===== config.mk =====
export PLATFORM = sky130hd
export DESIGN_NAME = dbi_cmd_engine
export DESIGN_NICKNAME = d
export VERILOG_FILES = /design/src/rtl/dbi_pkg.sv /design/src/rtl/dbi_rate_div.sv /design/src/rtl/dbi_byte_shift.sv /design/src/rtl/dbi_cmd_engine.sv
export SDC_FILE = /design/constraint.sdc
export NUM_CORES = 1
export LEC_CHECK = 0
export BUFFER_PORTS_ARGS = -buffer_cell sky130_fd_sc_hd__buf_2
export CORE_MARGIN = 2
export CORE_UTILIZATION = 43
export DETAILED_ROUTE_END_ITERATION = 8
export GPL_TIMING_DRIVEN = 0
export SLEW_MARGIN = 20
export SYNTH_ARGS = -nofsm -noshare
export SYNTH_HDL_FRONTEND = slang
export SYNTH_SLANG_ARGS = --single-unit

===== constraint.sdc =====
create_clock -name clk -period 5.22 [get_ports clk]
set_input_delay 0.783 -clock clk [delete_from_list [all_inputs] [get_ports clk]]
set_output_delay 0.783 -clock clk [all_outputs]
set_load 0.005 [all_outputs]

===== src/rtl/dbi_pkg.sv =====
package dbi_pkg;

  localparam logic [7:0] OP_IDENT  = 8'h04;
  localparam logic [7:0] OP_STATUS = 8'h09;
  localparam logic [7:0] OP_POWER  = 8'h0A;

  typedef enum logic [1:0] {
    ST_IDLE,
    ST_OPC,
    ST_PARM,
    ST_RESP
  } eng_state_t;

  function automatic logic is_read_op(input logic [7:0] op);
    case (op)
      8'h04, 8'h06, 8'h07, 8'h08, 8'h09, 8'h0A, 8'h0B, 8'h0C,
      8'h0D, 8'h0E, 8'h0F, 8'h2E, 8'h3E, 8'h45, 8'h52, 8'h54,
      8'h56, 8'h5F, 8'hA1, 8'hA8: return 1'b1;
      default: return 1'b0;
    endcase
  endfunction

  function automatic logic has_dummy_bit(input logic [7:0] op);
    return (op == OP_IDENT) || (op == OP_STATUS);
  endfunction

  // clock cycles per half serial period, rounded up so the rate never exceeds the cap
  function automatic int unsigned half_cycles(input int unsigned clk_hz,
                                              input int unsigned rate_hz);
    int unsigned h;
    h = (clk_hz + 2 * rate_hz - 1) / (2 * rate_hz);
    return (h == 0) ? 1 : h;
  endfunction

  function automatic logic [7:0] realign(input logic [7:0] earlier,
                                         input logic [7:0] later);
    return {earlier[6:0], later[7]};
  endfunction

  function automatic logic power_full_on(input logic [7:0] pm);
    return (pm & 8'h7C) == 8'h1C;
  endfunction

endpackage


===== src/rtl/dbi_rate_div.sv =====
module dbi_rate_div #(
  parameter int HW = 16
) (
  input  logic          clk,
  input  logic          rst_n,
  input  logic          run,
  input  logic [HW-1:0] half,
  output logic          tick
);
  logic [HW-1:0] cnt;

  assign tick = run && (cnt == half - HW'(1));

  always_ff @(posedge clk or negedge rst_n) begin
    if (!rst_n)     cnt <= '0;
    else if (!run)  cnt <= '0;
    else if (tick)  cnt <= '0;
    else            cnt <= cnt + HW'(1);
  end
endmodule


===== src/rtl/dbi_byte_shift.sv =====
module dbi_byte_shift #(
  parameter int HW = 16
) (
  input  logic          clk,
  input  logic          rst_n,
  input  logic          start,
  input  logic [7:0]    tx,
  input  logic [HW-1:0] half,
  input  logic          miso,
  output logic          busy,
  output logic          done,
  output logic [7:0]    rx,
  output logic          sclk,
  output logic          mosi
);
  logic       tick;
  logic [2:0] bit_i;
  logic [7:0] sh;

  dbi_rate_div #(.HW(HW)) div_i (
    .clk(clk), .rst_n(rst_n), .run(busy), .half(half), .tick(tick)
  );

  assign mosi = sh[7];

  always_ff @(posedge clk or negedge rst_n) begin
    if (!rst_n) begin
      busy  <= 1'b0;
      done  <= 1'b0;
      bit_i <= '0;
      sh    <= '0;
      rx    <= '0;
      sclk  <= 1'b0;
    end else begin
      done <= 1'b0;
      if (!busy) begin
        if (start) begin
          busy  <= 1'b1;
          sh    <= tx;
          bit_i <= '0;
          sclk  <= 1'b0;
        end
      end else if (tick) begin
        if (!sclk) begin
          sclk <= 1'b1;
          rx   <= {rx[6:0], miso};
        end else begin
          sclk <= 1'b0;
          if (bit_i == 3'd7) begin
            busy <= 1'b0;
            done <= 1'b1;
          end else begin
            bit_i <= bit_i + 3'd1;
            sh    <= {sh[6:0], 1'b0};
          end
        end
      end
    end
  end
endmodule


===== src/rtl/dbi_cmd_engine.sv =====
module dbi_cmd_engine
  import dbi_pkg::*;
#(
  parameter int unsigned CLK_HZ       = 200_000_000,
  parameter int unsigned LINK_HZ      = 20_000_000,
  parameter int unsigned READ_CAP_HZ  = 2_000_000,
  parameter int unsigned SHORT_CAP_HZ = 10_000_000,
  parameter int unsigned SHORT_MAX    = 64,
  parameter int          LEN_W        = 8
) (
  input  logic             clk,
  input  logic             rst_n,
  input  logic             cmd_valid,
  output logic             cmd_ready,
  input  logic [7:0]       cmd_op,
  input  logic             cmd_rd,
  input  logic [LEN_W-1:0] cmd_len,
  input  logic             cmd_chk,
  input  logic [7:0]       par_data,
  output logic             par_take,
  output logic [7:0]       rd_data,
  output logic             rd_valid,
  output logic             done,
  output logic             err,
  output logic             disp_on,
  output logic             spi_cs_n,
  output logic             spi_sclk,
  output logic             spi_mosi,
  input  logic             spi_miso,
  output logic             spi_dc
);
  localparam int          HW = 16;
  localparam int          CW = LEN_W + 1;
  localparam int unsigned RD_RATE    = (READ_CAP_HZ < LINK_HZ / 2) ? READ_CAP_HZ : LINK_HZ / 2;
  localparam int unsigned SHORT_RATE = (SHORT_CAP_HZ < LINK_HZ) ? SHORT_CAP_HZ : LINK_HZ;
  localparam logic [HW-1:0] RD_HALF    = HW'(half_cycles(CLK_HZ, RD_RATE));
  localparam logic [HW-1:0] SHORT_HALF = HW'(half_cycles(CLK_HZ, SHORT_RATE));
  localparam logic [HW-1:0] LONG_HALF  = HW'(half_cycles(CLK_HZ, LINK_HZ));

  eng_state_t       st;
  logic             rd_q, chk_q, pad_q, first_q;
  logic [LEN_W-1:0] len_q;
  logic [CW-1:0]    left;
  logic [7:0]       prev_q;
  logic [HW-1:0]    half_q, next_half;
  logic             cs_n_q, dc_q, done_q, err_q, rd_valid_q, disp_on_q;
  logic [7:0]       rd_data_q;

  // request decode
  logic             eff_rd;
  logic [7:0]       eff_op;
  logic [LEN_W-1:0] eff_len;
  logic             req_bad;

  // named internal events
  logic       sh_start, sh_busy, sh_done;
  logic [7:0] sh_tx, sh_rx, emit;
  logic       last_byte, rd_phase;

  assign eff_rd  = cmd_chk | cmd_rd;
  assign eff_op  = cmd_chk ? OP_POWER : cmd_op;
  assign eff_len = cmd_chk ? LEN_W'(1) : cmd_len;

  always_comb begin
    req_bad = 1'b0;
    if (eff_rd != is_read_op(eff_op)) req_bad = 1'b1;
    if (eff_rd && (eff_len == '0)) req_bad = 1'b1;
    if (eff_rd && has_dummy_bit(eff_op) &&
        !((eff_len == LEN_W'(3)) || (eff_len == LEN_W'(4)))) req_bad = 1'b1;
  end

  assign last_byte = (left == CW'(1));
  assign rd_phase  = (st == ST_RESP) || ((st == ST_OPC) && rd_q);
  assign emit      = pad_q ? realign(prev_q, sh_rx) : sh_rx;

  always_comb begin
    sh_start  = 1'b0;
    sh_tx     = par_data;
    par_take  = 1'b0;
    next_half = half_q;
    case (st)
      ST_IDLE: if (cmd_valid && !req_bad) begin
        sh_start  = 1'b1;
        sh_tx     = eff_op;
        next_half = eff_rd ? RD_HALF : SHORT_HALF;
      end
      ST_OPC: if (sh_done) begin
        if (rd_q) begin
          sh_start = 1'b1;
          sh_tx    = 8'h00;
        end else if (len_q != '0) begin
          sh_start  = 1'b1;
          par_take  = 1'b1;
          next_half = ({1'b0, len_q} <= CW'(SHORT_MAX)) ? SHORT_HALF : LONG_HALF;
        end
      end
      ST_PARM: if (sh_done && !last_byte) begin
        sh_start = 1'b1;
        par_take = 1'b1;
      end
      ST_RESP: if (sh_done && !last_byte) begin
        sh_start = 1'b1;
        sh_tx    = 8'h00;
      end
      default: ;
    endcase
  end

  dbi_byte_shift #(.HW(HW)) shift_i (
    .clk(clk), .rst_n(rst_n), .start(sh_start), .tx(sh_tx), .half(half_q),
    .miso(spi_miso), .busy(sh_busy), .done(sh_done), .rx(sh_rx),
    .sclk(spi_sclk), .mosi(spi_mosi)
  );

  always_ff @(posedge clk or negedge rst_n) begin
    if (!rst_n) begin
      st         <= ST_IDLE;
      rd_q       <= 1'b0;
      chk_q      <= 1'b0;
      pad_q      <= 1'b0;
      first_q    <= 1'b0;
      len_q      <= '0;
      left       <= '0;
      prev_q     <= '0;
      half_q     <= SHORT_HALF;
      cs_n_q     <= 1'b1;
      dc_q       <= 1'b0;
      done_q     <= 1'b0;
      err_q      <= 1'b0;
      rd_valid_q <= 1'b0;
      rd_data_q  <= '0;
      disp_on_q  <= 1'b0;
    end else begin
      done_q     <= 1'b0;
      err_q      <= 1'b0;
      rd_valid_q <= 1'b0;
      if (sh_start) half_q <= next_half;
      case (st)
        ST_IDLE: if (cmd_valid) begin
          if (req_bad) begin
            err_q  <= 1'b1;
            done_q <= 1'b1;
          end else begin
            st      <= ST_OPC;
            cs_n_q  <= 1'b0;
            dc_q    <= 1'b0;
            rd_q    <= eff_rd;
            chk_q   <= cmd_chk;
            pad_q   <= eff_rd && has_dummy_bit(eff_op);
            first_q <= 1'b1;
            len_q   <= eff_len;
          end
        end
        ST_OPC: if (sh_done) begin
          if (rd_q) begin
            st   <= ST_RESP;
            left <= {1'b0, len_q} + CW'(pad_q);
          end else if (len_q == '0) begin
            st     <= ST_IDLE;
            cs_n_q <= 1'b1;
            done_q <= 1'b1;
          end else begin
            st   <= ST_PARM;
            dc_q <= 1'b1;
            left <= {1'b0, len_q};
          end
        end
        ST_PARM: if (sh_done) begin
          if (last_byte) begin
            st     <= ST_IDLE;
            cs_n_q <= 1'b1;
            dc_q   <= 1'b0;
            done_q <= 1'b1;
          end else begin
            left <= left - CW'(1);
          end
        end
        ST_RESP: if (sh_done) begin
          first_q <= 1'b0;
          prev_q  <= sh_rx;
          if (!(pad_q && first_q)) begin
            rd_data_q  <= emit;
            rd_valid_q <= 1'b1;
          end
          if (last_byte) begin
            st     <= ST_IDLE;
            cs_n_q <= 1'b1;
            done_q <= 1'b1;
            if (chk_q) disp_on_q <= power_full_on(emit);
          end else begin
            left <= left - CW'(1);
          end
        end
        default: st <= ST_IDLE;
      endcase
    end
  end

  assign cmd_ready = (st == ST_IDLE);
  assign rd_data   = rd_data_q;
  assign rd_valid  = rd_valid_q;
  assign done      = done_q;
  assign err       = err_q;
  assign disp_on   = disp_on_q;
  assign spi_cs_n  = cs_n_q;
  assign spi_dc    = dc_q;
endmodule


Word level (Yosys, flattened, before mapping)
Index checks and enable logic that the tools add are counted.
{ "op_classes": {"n_addsub": 5, "n_mul": 0, "div_mod_pow": 0, "magnitude_cmp": 1, "eq_ne": 48, "shift": 0, "muxes": 97, "bitwise_logic": 4, "reduce_logical": 36} }
{ "ops": {"columns": ["op", "n"], "rows": [
  ["16-bit two-way mux", 6],
  ["8-bit two-way mux", 12],
  ["8-bit by 4-bit equality test with 1-bit output (second input constant)", 8],
  ["1-bit two-way mux", 50],
  ["9-bit two-way mux", 5],
  ["8-bit by 7-bit equality test with 1-bit output (second input constant)", 5],
  ["8-bit by 3-bit equality test with 1-bit output (second input constant)", 4],
  ["16-bit case mux with 2 select lines", 1],
  ["8-bit case mux with 3 select lines", 1],
  ["20-bit OR reduction", 1],
  ["2-bit inequality test (second input constant)", 9],
  ["9-bit case mux with 2 select lines", 1],
  ["16-bit by 1-bit adder with 16-bit output (second input constant)", 1],
  ["16-bit equality test", 1],
  ["8-bit by 6-bit equality test with 1-bit output (second input constant)", 2],
  ["8-bit equality test (second input constant)", 2],
  ["8-bit zero test", 2],
  ["2-bit by 1-bit inequality test with 1-bit output (second input constant)", 8],
  ["16-bit by 1-bit subtractor with 16-bit output (second input constant)", 1],
  ["3-bit two-way mux", 5],
  ["2-bit two-way mux", 7],
  ["1-bit case mux with 3 select lines", 4],
  ["4-bit AND reduction", 3],
  ["5-bit AND reduction", 2],
  ["other kinds (31)", 50]
]} }
{ "word_totals": {"reg_bits": 98, "latch_bits": 0, "mem_bits_rw": 0, "mem_bits_ro": 0, "wordCells": 214, "mem_count": 0} }

Longest topological paths before layout
Gate-level depths: netlist (run 1).
{ "depth": {"depth_word": 14, "mapped_depth": 13, "ltp_nobuf": 12} }

Hierarchy
A second synthesis (run 1) with hierarchy kept.
{ "unflattened": {"cells_unflattened": 575, "hier_area_um2": 5471.5} }
{ "by_module_without_submodules": {"columns": ["mod", "n_inst", "cells_per_inst", "area_per_inst_um2"], "rows": [
  ["dbi_cmd_engine", 1, 330, 2986.6],
  ["dbi_rate_div", 1, 177, 1485.2],
  ["dbi_byte_shift", 1, 68, 999.7]
]} }

Worst setup path after synthesis (run 1)
OpenSTA, ideal clock, no wires.
{ "synth_path": {"path_type": "flip-flop to flip-flop", "startpoint": "reg half_q[2]", "endpoint": "reg shift_i.rx[0]", "setup_time_ns": 0.125, "t_arrival_ns": 2.873, "required_ns": 5.095, "path_slack_ns": 2.222, "path_stages_with_launch": 13, "path_buffers": 1, "path_cell_list": "dfrtp_1 -> inv_1 -> ha_1 -> nor4b_1 -> ha_1 -> xnor2_1 -> nor4_1 -> nand4_1 -> a2111oi_2 -> and2_1 -> nor2b_1 -> buf_2 -> mux2_2"} }
{ "synth_between": {"elab_chain_cells": 4} }
{ "synth_rtl": {"columns": ["element", "line_no", "text"], "rows": [
  ["start: declaration", "dbi_cmd_engine.sv:45", "logic [HW-1:0] half_q, next_half;"],
  ["start signal: assignment", "dbi_cmd_engine.sv:137", "if (sh_start) half_q <= next_half;"],
  ["16-bit by 1-bit subtractor with 16-bit output", "dbi_rate_div.sv:12", "assign tick = run && (cnt == half - HW'(1));"],
  ["16-bit equality test", "dbi_rate_div.sv:12", null],
  ["1-bit logical AND", "dbi_rate_div.sv:12", null],
  ["3-bit AND reduction (no line)", null, null],
  ["end signal: assignment", "dbi_byte_shift.sv:46", "rx <= {rx[6:0], miso};"],
  ["end: declaration", "dbi_byte_shift.sv:12", "output logic [7:0] rx,"]
]} }
Every way passes these cells.
A chain may end at the register's enable or synchronous reset.

Worst setup path after layout (run 1)
{ "layout_path": {"startpoint": "reg half_q[2]", "endpoint": "reg shift_i.rx[5]"} }
Same word-level chain as after synthesis.

==> results.json, run 1 <==
{
  "status": "finished clean",
  "met2WireLength_um": 5100,
  "netlist_instances": 501,
  "yosysSeqAreaShare_pct": 44.4,
  "yosysWarnings": 0,
  "drt_iter0_markers": 155,
  "cts.sink_count": 86,
  "dp.cells": 688,
  "drtAntennaViolNets": 0,
  "io_buffers": 45,
  "critPathSlowestCell": "nor4b_1",
  "initial_core_util_pct": 44.4,
  "cap_violations": 0,
  "grt-ovfl-total": 0,
  "criticalPathCategory": "flip-flop to flip-flop",
  "clk_latency_ns": 0.34,
  "met1Wirelength_um": 5090,
  "drive_gt1_share_pct": 19.1,
  "routed_wirelength_um": 10700,
  "cts_hold_buf": 0,
  "grt_pass1_vias": 3725,
  "hold_viol": 0,
  "worstPathMaxFanout": 8,
  "clock_path_buffers": 2,
  "hpwlAfterDp_um": 7970,
  "synth-seq-cells": 86,
  "slew_headroom_pct": 43.6,
  "grt_max_degree": 50,
  "path_buf_inv": 2,
  "drc": 0,
  "crit_required_ns": 5.45,
  "max_freq_ghz": 0.277,
  "synth_nets": 547,
  "synthArstFlopShare_pct": 100,
  "synth.avg_cell_area_um2": 9.68,
  "track_usage_pct": 19.4,
  "fin_tns_setup_ns": 0,
  "nFillCells": 1042,
  "cp.arrival_ns": 3.83,
  "wl_met3_um": 317,
  "num_vias": 3860,
  "slew_violations": 0,
  "crit_family": "simple AND/OR/NAND/NOR gates",
  "fin_worst_skew_ns": 0.00928,
  "cts_root_buffer": "clkbuf_16",
  "worstMarginPinSlew_ns": 0.845,
  "path_cells": "inv_1 -> ha_1 -> nor4b_1 -> ha_1 -> xnor2_1 -> nor4_1 -> nand4_1 -> a2111oi_2 -> and2_1 -> nor2b_1 -> buf_2 -> mux2_2",
  "nNetsFinal": 605,
  "critPathCaptureType": "flip-flop",
  "die_x_um": 110,
  "gp_congestion": 0.809,
  "antennaDiodeCount": 0,
  "hold_ws_ns": 0.455,
  "num_rows": 38,
  "die_h_um": 110,
  "p_leak_uw": 0.00243,
  "finalSetupViolations": 0,
  "synthToLayoutAreaGrowth_pct": 15.6,
  "clk_pin_slew_ns": 0.07,
  "period_share_pct": 69.0,
  "routedWlPerCell_um": 15.2,
  "grt_first_pass_wirelength_um": 18200,
  "drt-vias-per-instance": 5.48,
  "firstDrtPassIters": 4,
  "cts_buffers": 9,
  "cts_tree": "done",
  "yosys_most_used_dff": "dfrtp_1",
  "antenna_found_initial": 0,
  "rsz0062_at_grt": "false",
  "cts_setup_buffers": 0,
  "ios": 48,
  "powerDensity_mw_per_mm2": 259,
  "htreeDepth": 3,
  "core_mm2": 0.0109,
  "instances_no_fill": 704,
  "cpPeakStageDelay_ns": 0.46,
  "synth_cell_types": 62,
  "min_path_type": "input port to asynchronous set/reset pin",
  "top_layer": "met4",
  "cts-resized-gates": 0,
  "crit_top_cell": "ha_1",
  "post-route-min-period_ns": 3.60,
  "synth_edf_count": 0,
  "vdd_drop_max_v": 0.000160,
  "syn_area_mm2": 0.00485,
  "die_area_mm2": 0.0121,
  "start_kind": "flip-flop"
}
## power by group
group | switching [uW] | internal (uW)
combinational | 40.0 | 27.6
sequential | 7.25 | 676
clock | 276 | 425
total | 323 | 1130
## final timing paths
check	from	endpoint	cells after the start	slack, ns
max	half_q[2]	shift_i.rx[5]	12	1.62
min reg2reg	disp_on	disp_on	2	0.50
max in group asynchronous	rst_n	spi_cs_n	2	4.08
min	rst_n	left[3]	1	0.45
max reg2reg	half_q[2]	shift_i.rx[5]	12	1.62
min in group clk	disp_on	disp_on	2	0.50
## layout by cell type (no fill, tap or decap), drive strengths merged, types with 6 or more instances in the layout
cell,n
mux2i,13
nor3,8
nor4,7
clkbuf,29
a21oi,32
ha,16
inv,20
nand2b,16
o221a,6
or2,6
mux2,20
nand3,22
and3,7
buf,50
dfrtp,83
a221o,7
xnor2,14
o21ai,31
nand2,42
nor2,49
xor2,14
## cells by family (layout without fill, tap and decap cells)
kind of cell	Yosys count	count (layout)	share of synthesized area (%)
XOR/XNOR	28	28	5.06
AO/OA/AOI/OAI	106	106	14.7
multiplexers	33	33	7.40
flip-flops	86	86	44.4
AND/OR/NAND/NOR	192	192	20.9
buffers and inverters	40	103	3.30
adder cells (fa/ha/maj)	16	16	4.13
## routing by layer
metal | GRT usage (%) | up-vias
li1 | - | 1925
met1 | 26.1 | 1861
met2 | 31.5 | 58
met3 | 2.70 | 16
met4 | 8.04 | 0
met5 | 0 | -
## area by class of cell
class,instances,area (um2),area share [%]
plain buffers,23,96.3,1.72
clock buffers,9,225,4.02
clock inverters,7,103,1.83
inverters,17,63.8,1.14
multi-input cells,375,2530,45.2
flip-flops and latches,86,2160,38.5
well taps,140,175,3.12
repair buffers,47,253,4.51
## sequential cells by signal, indices dropped and copies added, names as in the netlist, 2 cells and up
register and flops:
len_q 8, left 9, rd_data 8, shift_i.bit_i 3, half_q 4, prev_q 7
shift_i.sh 8, st 2, shift_i.rx 8, shift_i.div_i.cnt 16
## per-stage QoR
step                      util, %  setup WS, ns  total power [uW]  area, um2
after floorplan                 -          2.22               721       4850
after global placement       48.0          1.58               760       5250
after detailed placement     48.3          1.55               764       5280
after CTS                    51.3          1.56              1470       5610
after global routing         51.3          1.25              1500       5610
final                        51.3          1.62              1450       5610
## synth_stat cells (all sizes together), types with 3 or more instances
cell    count  area share (%)
a221oi      3            0.54
or3         5            0.64
nand3      22             2.3
nand2      42             3.2
nor3b       4            0.62
a21oi      32             3.3
ha         16             4.1
o22ai       3            0.39
mux2       20             4.7
inv        17             1.3
o211ai      3            0.67
nand2b     16             2.1
dfrtp      83              43
o21ai      31             3.3
o221a       6             1.4
or2         6            0.77
xor2       14             2.5
nor2       49             3.8
dfstp       3             1.6
nor4b       3            0.54
nor3        8            0.83
a31oi       3            0.39
xnor2      14             2.5
nand4       5            0.64
and3        7            0.90
a221o       7             1.4
clkbuf     20             1.5
nor2b       4            0.52
mux2i      13             2.7
or4         3            0.54
buf         3            0.44
nor4        7             1.7
Power figures use the tool's default switching activity.
==> inputs of run 2 (changes only) <==
- ABC_AREA: default -> 1
- clock period: 5.22 -> 3.1 ns (I/O delays scaled with it)
==> results.json, run 2 <==
{
  "synth_edf_count": 0,
  "period_share_pct": 91.2,
  "grt_max_degree": 51,
  "yosys-top-cells-area": "dfrtp_1 42%, nand2_1 13%, o21ai_0 7.1%",
  "largest_reg_flops": 16,
  "min_path_type": "input port to asynchronous set/reset pin",
  "layout_commonest_cell": "nand2_1",
  "cts_buffers": 9,
  "drtAntennaViolNets": 0,
  "reg2reg_from": "half_q[1]",
  "path_cells": "inv_1 -> ha_1 -> nand2_1 -> nor2_1 -> nand2_1 -> inv_1 -> ha_1 -> xor2_1 -> nor4_1 -> nand4_1 -> nor2_1 -> nand2_1 -> nor3_4 -> buf_2 -> o21ai_0",
  "num_rows": 39,
  "synth_top_area_cell": "dfrtp_1",
  "synthArstFlopShare_pct": 100,
  "antennaDiodeCount": 0,
  "path_buf_inv": 3,
  "r2r-end": "shift_i.rx[2]",
  "cts_root_buffer": "clkbuf_16",
  "fin_ws_ns": 0.272,
  "cts_tree": "done",
  "drc": 0,
  "htreeDepth": 3,
  "routed_wirelength_um": 11200,
  "clk_pin_slew_ns": 0.07,
  "vdd_drop_max_v": 0.000239,
  "hold_viol": 0,
  "drive_gt1_share_pct": 12.5,
  "yosysWarnings": 0,
  "yosysSeqAreaShare_pct": 43.3,
  "status": "finished clean",
  "reg2reg_depth": 15,
  "initial_core_util_pct": 43.8,
  "synth_top_family_by_area": "simple AND/OR/NAND/NOR gates",
  "nFillCells": 1095,
  "synth_xor_area_share_pct": 2.29,
  "crit_required_ns": 3.32,
  "crit_top_cell": "nand2_1",
  "largest-register": "shift_i.div_i.cnt",
  "path_depth": 15,
  "p_seq_share_pct": 50.1,
  "track_usage_pct": 18.9,
  "fin_worst_skew_ns": 0.00829,
  "drt-vias-per-instance": 5.03,
  "antenna_found_initial": 0,
  "ios": 48,
  "worstPathMaxFanout": 10,
  "fin_tns_setup_ns": 0,
  "core_mm2": 0.0114,
  "crit_family": "simple AND/OR/NAND/NOR gates",
  "p_int_uw": 1710,
  "synth_cell_types": 41,
  "place_ws_ns": 0.138,
  "synth_fa_ha_area_share_pct": 4.02,
  "synth.avg_cell_area_um2": 7.41,
  "clk_latency_ns": 0.35,
  "pwr-share-comb_pct": 4.7,
  "synth_compound_area_share_pct": 12.9,
  "drt_iter0_markers": 279,
  "cap_violations": 0,
  "post-route-min-period_ns": 2.83,
  "top_regs": "shift_i.div_i.cnt x16, left x9",
  "die_h_um": 112,
  "clock_path_buffers": 2,
  "yosysMostFrequentCell": "nand2_1",
  "syn_area_mm2": 0.00498,
  "routedWlPerCell_um": 12.7,
  "grt_first_pass_wirelength_um": 19400,
  "netlist_instances": 672,
  "hpwlAfterDp_um": 8460,
  "synth_nets": 718,
  "slew_violations": 0,
  "cts.sink_count": 86,
  "die_area_mm2": 0.0125,
  "finalSetupViolations": 0,
  "critPathCaptureType": "flip-flop",
  "grt-ovfl-total": 0,
  "synthSimpleGateAreaFrac_pct": 29.1,
  "cts_hold_buf": 0,
  "p_sw_share_pct": 24.2,
  "final_cell_mix": "177 x nand2_1, 83 x inv_1, 83 x dfrtp_1",
  "start_kind": "flip-flop",
  "nNetsFinal": 776,
  "firstDrtPassIters": 5,
  "switchingPower_uw": 545,
  "cp.arrival_ns": 3.05,
  "yosys_most_used_dff": "dfrtp_1",
  "gp_congestion": 0.866,
  "crit_path_end": "shift_i.rx[2]",
  "rsz0062_at_grt": "false",
  "synthToLayoutAreaGrowth_pct": 14.4,
  "slew_headroom_pct": 47.4,
  "worstMarginPinSlew_ns": 0.788,
  "num_vias": 4420,
  "yosys.area.top_type_share_pct": 41.7,
  "criticalPathCategory": "flip-flop to flip-flop",
  "cpPeakStageDelay_ns": 0.54,
  "max_freq_ghz": 0.354,
  "powerDensity_mw_per_mm2": 395,
  "rrSetupSlack_ns": 0.27,
  "p_leak_uw": 0.00281,
  "synth.area.mux_share_pct": 0,
  "crit_start": "half_q[1]",
  "critPathSlowestCell": "dfstp_2",
  "die_x_um": 112,
  "pwr-share-clk_pct": 45.2,
  "io_buffers": 46,
  "grt_pass1_vias": 4206,
  "synth-seq-cells": 86,
  "synth_commonest_cells": "178 x nand2_1, 83 x dfrtp_1, 83 x inv_1"
}
## run 2: changes by cell type after synthesis, moves of 12 or more
cell	before	now
nand2_1	42	178
nand2b_1	16	0
nand3_1	22	35
nor2_1	49	77
xnor2_1	14	2
o21ai_0	28	71
inv_1	17	83
mux2_2	15	0
clkbuf_1	20	8
mux2i_1	13	0
## run 2: layer usage
metal	vias to the layer above	wire [um]	global-route usage, %	share of wire, %
li1	2292	-	-	-
met1	2014	5510	25.9	49
met2	101	5050	30.1	45
met3	13	454	3.92	4.1
met4	0	170	6.09	1.5
met5	-	0	0	0
## run 2: worst min-delay path by stage
stage	from	cells past startpoint	end	slack, ns
CTS	rst_n	1	rd_valid	0.17
floorplan	rst_n	0	chk_q	0.17
global route	rst_n	1	rd_valid	0.21
detailed placement	rd_data[2]	2	rd_data[2]	0.46
finish	rst_n	1	rd_valid	0.15
global placement	rd_data[2]	2	rd_data[2]	0.45
## run 2: logic make-up (layout without fill, tap and decap cells)
family	after synthesis	count (layout)
compound gates	120	120
xor+xnor	13	13
fa+ha+maj	16	16
simple gates	335	335
buf+inv	102	165
flops	86	86
## run 2: what timing repair did
action                                  CTS  global route
endpoints found under the setup margin    0            19
buffers inserted                          0             0
resized for setup                         0             4
## run 2: through the flow
step / area [um2] / cells / hold WS [ns] / power (uW) / utilization (%)
floorplan: 4980 / 672 / 0.169 / 1200 / -
detailed placement: 5410 / 862 / 0.462 / 1260 / 47.6
finish: 5700 / 878 / 0.146 / 2250 / 50.1
global route: 5700 / 878 / 0.209 / 2340 / 50.1
global placement: 5390 / 861 / 0.454 / 1250 / 47.4
CTS: 5690 / 878 / 0.175 / 2280 / 50.0
## run 2: layout make-up
| type | instances | area (um2) | share of cell area, % |
|---|---|---|---|
| clock buffers | 10 | 229 | 4.02 |
| clock inverters | 6 | 46.3 | 0.812 |
| multi-input cells | 484 | 2420 | 42.4 |
| flip-flops and latches | 86 | 2160 | 37.8 |
| plain buffers | 15 | 87.6 | 1.54 |
| inverters | 87 | 329 | 5.78 |
| well taps | 143 | 179 | 3.14 |
| repair buffers | 47 | 253 | 4.44 |
## run 2: power groups by stage
stage	sequential (uW)	clock, uW	combinational [uW]
2_1_floorplan	1150	0	50.1
3_3_place_gp	1150	0	102
3_5_place_dp	1150	0	108
4_1_cts	1130	1050	109
5_1_grt	1130	1090	122
6_report	1130	1020	106
